--- config.mk ---
export PLATFORM = sky130hd
export DESIGN_NAME = irq_vector_ctrl
export DESIGN_NICKNAME = d
export VERILOG_FILES = /design/src/rtl/irq_vector_ctrl.sv
export SDC_FILE = /design/constraint.sdc
export NUM_CORES = 1
export LEC_CHECK = 0
export CAP_MARGIN = 20
export CORE_ASPECT_RATIO = 0.5
export CORE_UTILIZATION = 45
export CTS_CLUSTER_DIAMETER = 50
export DETAILED_ROUTE_END_ITERATION = 7
export DONT_BUFFER_PORTS = 1
export GPL_ROUTABILITY_DRIVEN = 0
export SLEW_MARGIN = 0
export SYNTH_ARGS = -nofsm -noshare
export SYNTH_HDL_FRONTEND = slang
export SYNTH_SLANG_ARGS = --single-unit
export TNS_END_PERCENT = 20
--- constraint.sdc ---
create_clock -name clk -period 2.1 [get_ports clk]
set_input_delay 0.21 -clock clk [delete_from_list [all_inputs] [get_ports clk]]
set_output_delay 0.21 -clock clk [all_outputs]
set_load 0.05 [all_outputs]
--- src/rtl/irq_vector_ctrl.sv ---
module irq_vector_ctrl #(
  parameter int NSRC = 15,
  parameter int AW = 16,
  parameter logic [AW-1:0] VEC_BASE = 16'h0100,
  parameter logic [AW-1:0] START_PC = 16'h0110,
  parameter logic [AW-1:0] WIDE_MASK = 16'h07FF,
  parameter logic [AW-1:0] NARROW_MASK = 16'h00FF
) (
  input  logic            clk,
  input  logic            rst_n,
  input  logic            nmi_req,
  input  logic [NSRC-1:0] irq_req,
  input  logic            gie,
  input  logic            sp_wide_we,
  input  logic [AW-1:0]   sp_wide_wdata,
  input  logic            sp_narrow_we,
  input  logic [AW-1:0]   sp_narrow_wdata,
  input  logic            int_ack,
  output logic [AW-1:0]   sp_wide,
  output logic [AW-1:0]   sp_narrow,
  output logic            armed,
  output logic            int_valid,
  output logic [AW-1:0]   int_vector,
  output logic [AW-1:0]   reset_pc
);

  localparam int SW = $clog2(NSRC + 1);

  logic            wide_set, narrow_set;
  logic            nmi_q, nmi_pend;
  logic [NSRC-1:0] irq_q, irq_pend;
  logic [SW-1:0]   sel_idx;
  logic            sel_hit;
  logic            nmi_take, irq_take;
  logic            nmi_clr;
  logic [NSRC-1:0] irq_clr;

  assign reset_pc = START_PC;
  assign armed    = wide_set & narrow_set;

  // stack pointers and the pairing rule
  always_ff @(posedge clk or negedge rst_n) begin
    if (!rst_n) begin
      sp_wide    <= '0;
      sp_narrow  <= '0;
      wide_set   <= 1'b0;
      narrow_set <= 1'b0;
    end else begin
      if (sp_wide_we)   sp_wide   <= sp_wide_wdata & WIDE_MASK;
      if (sp_narrow_we) sp_narrow <= sp_narrow_wdata & NARROW_MASK;
      if (sp_wide_we && sp_narrow_we) begin
        wide_set   <= 1'b1;
        narrow_set <= 1'b1;
      end else if (sp_wide_we) begin
        wide_set <= 1'b1;
        if (armed) narrow_set <= 1'b0;
      end else if (sp_narrow_we) begin
        narrow_set <= 1'b1;
        if (armed) wide_set <= 1'b0;
      end
    end
  end

  // lowest pending maskable index
  always_comb begin
    sel_idx = '0;
    sel_hit = 1'b0;
    for (int i = NSRC - 1; i >= 0; i--) begin
      if (irq_pend[i]) begin
        sel_idx = SW'(i);
        sel_hit = 1'b1;
      end
    end
  end

  assign nmi_take   = armed & nmi_pend;
  assign irq_take   = armed & gie & sel_hit & ~nmi_take;
  assign int_valid  = nmi_take | irq_take;
  assign int_vector = nmi_take ? VEC_BASE
                    : irq_take ? VEC_BASE + AW'(sel_idx) + AW'(1)
                    : '0;

  assign nmi_clr = int_ack & nmi_take;
  assign irq_clr = (int_ack & irq_take) ? (NSRC'(1) << sel_idx) : '0;

  // edge capture and pending state
  always_ff @(posedge clk or negedge rst_n) begin
    if (!rst_n) begin
      nmi_q    <= 1'b0;
      irq_q    <= '0;
      nmi_pend <= 1'b0;
      irq_pend <= '0;
    end else begin
      nmi_q    <= nmi_req;
      irq_q    <= irq_req;
      nmi_pend <= (nmi_pend & ~nmi_clr) | (nmi_req & ~nmi_q);
      irq_pend <= (irq_pend & ~irq_clr) | (irq_req & ~irq_q);
    end
  end

  AST_ARM_NEEDS_WRITE: assert property (@(posedge clk) disable iff (!rst_n)
    $rose(armed) |-> $past(sp_wide_we || sp_narrow_we));

  AST_WIDE_ALONE_DISARMS: assert property (@(posedge clk) disable iff (!rst_n)
    (armed && sp_wide_we && !sp_narrow_we) |=> !armed);

  AST_NARROW_ALONE_DISARMS: assert property (@(posedge clk) disable iff (!rst_n)
    (armed && sp_narrow_we && !sp_wide_we) |=> !armed);

  AST_WIDE_MASKED: assert property (@(posedge clk) disable iff (!rst_n)
    sp_wide_we |=> sp_wide == ($past(sp_wide_wdata) & WIDE_MASK));

  AST_NARROW_MASKED: assert property (@(posedge clk) disable iff (!rst_n)
    sp_narrow_we |=> sp_narrow == ($past(sp_narrow_wdata) & NARROW_MASK));

  AST_VECTOR_WINDOW: assert property (@(posedge clk) disable iff (!rst_n)
    int_valid |-> (int_vector >= VEC_BASE && int_vector <= VEC_BASE + AW'(NSRC)));

  AST_HELD_WHILE_DISARMED: assert property (@(posedge clk) disable iff (!rst_n)
    (!armed && nmi_pend) |=> nmi_pend);

  AST_ACK_NMI_CLEARS: assert property (@(posedge clk) disable iff (!rst_n)
    (int_ack && int_valid && int_vector == VEC_BASE && !(nmi_req && !nmi_q))
      |=> !nmi_pend);

endmodule

==> flow_summary.yaml <==
yosys:
  synth-seq-cells: 53
  synth-xor-area-share_pct: 0
  yosysTopAreaCell: "dfrtp_1"
  synth-edff-count: 0
  synthTopCellsByArea: "dfrtp_1 54%, buf_4 12%, mux2_2 8.7%"
  ys_types: 34
  synth_ff_type: "dfrtp_1"
  synth_common_cells: "53 x dfrtp_1, 41 x buf_4, 23 x inv_1"
  synth_fa_ha_area_share_pct: 2.026
  ys_warn_count: 0
  avgSynthCellArea_um2: 10.74
  synth_most_common_cell: "dfrtp_1"
  synthSimpleGateAreaFrac_pct: 9.574
  yosysSeqAreaShare_pct: 53.70
  synth_compound_area_share_pct: 9.321
  synth_top_area_share_pct: 53.70
  synth_area_um2: 2470
  synth_mux_area_share_pct: 8.663
  synthCells: 230
  async_flop_share_pct: 100.0
  synth_top_family_by_area: "buffers and inverters"
grt:
  grt_pass1_vias: 1499
  track_usage_pct: 16.12
  grt_pass1_wl_mm: 6.955
  gr-total-overflow: 0
  grt_max_degree: 54
  antenna_found_initial: 0
detailed_routing:
  met2_wirelength_mm: 2.161
  dr.first_iter.drc_count: 52
  drtAntennaViolNets: 0
  wl_met3_um: 436
  drt_wl_total_mm: 4.629
  drc: 0
  via_per_inst: 4.655
  num_vias: 1578
  top_layer_used: "met4"
  drtPass1Iterations: 4
  routedWlPerCell_um: 13.65
  wl_met1_mm: 2.008
finish:
  finalNetCount: 326
  regArea_um2: 1326
  multiInputGateArea_um2: 988.4
  syn_to_final_growth_pct: 20.97
  diodes: 0
  instances_no_fill: 339
  drive_gt1_share_pct: 24.16
  nFillCells: 400
setup_path:
  cp.arrival_ns: 2.32
  required_ns: 1.89
  start_kind: "flip-flop"
  cp-end-kind: "primary output"
  cp_max_fo: 2
  path_class: "flip-flop to primary output"
die:
  core_um2: 5090
  start_util_pct: 48.53
  die_y_um: 54.39
  die_w_um: 106.8
  die_area_um2: 5807
  placementRows: 18
  ios: 120
status:
  status: "complete, but fails checks"
  violations: "negative setup slack"
hold_path:
  hp-class: "input port to flip-flop"
sta:
  setup_tns_ns: -1.352
  rsz0062_at_grt: "yes"
  setup_viol: 6
  skew_ns: 0.01158
  slew_violations: 0
  whs_ns: 0.01493
  min_period_ns: 2.531
  period_share_pct: 120.5
  fmax_mhz: 395.2
  setup_ws_ns: -0.4306
  hold_viol: 0
clock_tree:
  clock_latency_ns: 0.31
  cts.sink_count: 53
  cts_buffers: 5
  clockBufferDepth: 2
  cts_max_level: 2
  path_clk_slew_ns: 0.10
  tritoncts: "yes"
  root_buffer: "clkbuf_8"
place:
  dpl.hpwl_mm: 3.040
  numPortBuffers: 0
  place_ws_ns: -0.06707
  dp.cells: 309
pwr:
  power_mw: 2.213
  p_leak_nw: 1.330
  pwr_density_cell_nw_per_um2: 740.7
  ir_drop_v: 0.0003920
run:
  maxCapViolations: 0
worst max-delay path, cell delays in order, from the launching register on:
cell      delay [ns]
dfrtp_1         0.39
or4_4           0.55
o221ai_4        0.25
a21boi_2        0.09
and2_4          0.18
ha_4            0.26
inv_2           0.04
nor2_4          0.11
buf_12          0.14
repair_timing:
item	CTS	global route
hold buffers	20	0
pin swaps	1	6
gates resized for setup	8	12
buffers inserted	1	1
setup endpoints to repair	10	12
hold endpoints to repair	71	0
power breakdown:
| part | internal (mW) | switching, mW |
|---|---|---|
| Sequential | 1.08 | 0.171 |
| Combinational | 0.111 | 0.268 |
| Clock | 0.241 | 0.344 |
per-stage QoR:
| step | instance area (µm²) | utilization [%] |
|---|---|---|
| after floorplan | 2636 | - |
| after global placement | 2567 | 50.44 |
| after detailed placement | 2567 | 50.44 |
| after CTS | 2919 | 57.35 |
| after global routing | 2988 | 58.70 |
| final | 2988 | 58.70 |
area by class of cell:
cell class / count / share of cell area (%)
well taps: 70 / 2.931
flip-flops and latches: 53 / 44.39
repair buffers: 37 / 13.48
inverters: 23 / 2.973
multi-input cells: 148 / 33.08
clock inverters: 3 / 0.8375
clock buffers: 5 / 2.303
path summary, 6_finish.rpt:
path,start,endpoint,slack (ns),cells past startpoint
max,irq_pend[7],int_vector[2],-0.43,8
max reg2reg,irq_pend[7],irq_pend[13],0.01,9
min,irq_req[4],irq_pend[4],0.01,2
min reg2reg,irq_q[4],irq_pend[4],0.42,1
min in group asynchronous,rst_n,sp_wide[9],0.40,2
max in group asynchronous,rst_n,irq_pend[11],1.46,2
sequential cells by signal, indices dropped and copies added, names as in the netlist:
signal and flops:
wide_set 1, irq_pend 15, sp_narrow 8, narrow_set 1, nmi_pend 1, irq_q 15
nmi_q 1, sp_wide 11
placed cells by master, fill, tap and decap left out, types with 2 or more instances in the layout:
cell and count:
dfrtp_1 53, conb_1 40, nand2_1 22, inv_1 21
mux2_2 19, dlygate4sd3_1 19, buf_4 11, o21ai_0 10
nor2_1 7, a22o_1 6, clkbuf_8 5, buf_12 4
nor3_1 3, nand3_1 3, ha_4 3, nor4_1 2
nand2b_1 2, a21oi_2 2, nor2b_1 2, a21oi_1 2
a21boi_2 2, o31ai_1 2, nor2_4 2, a21o_1 2
buf_6 2
kinds of logic after synthesis:
| kind of cell | after synthesis |
|---|---|
| flops | 53 |
| simple gates | 51 |
| other cells | 2 |
| compound gates | 34 |
| mux | 19 |
| buf+inv | 67 |
| fa+ha+maj | 4 |
routing by layer:
metal	GRT usage, %	up-vias
li1	-	749
met1	20.08	741
met2	27.42	84
met3	6.190	4
met4	3.425	0
met5	0	-
No activity file was read; power rests on OpenSTA's default activity.
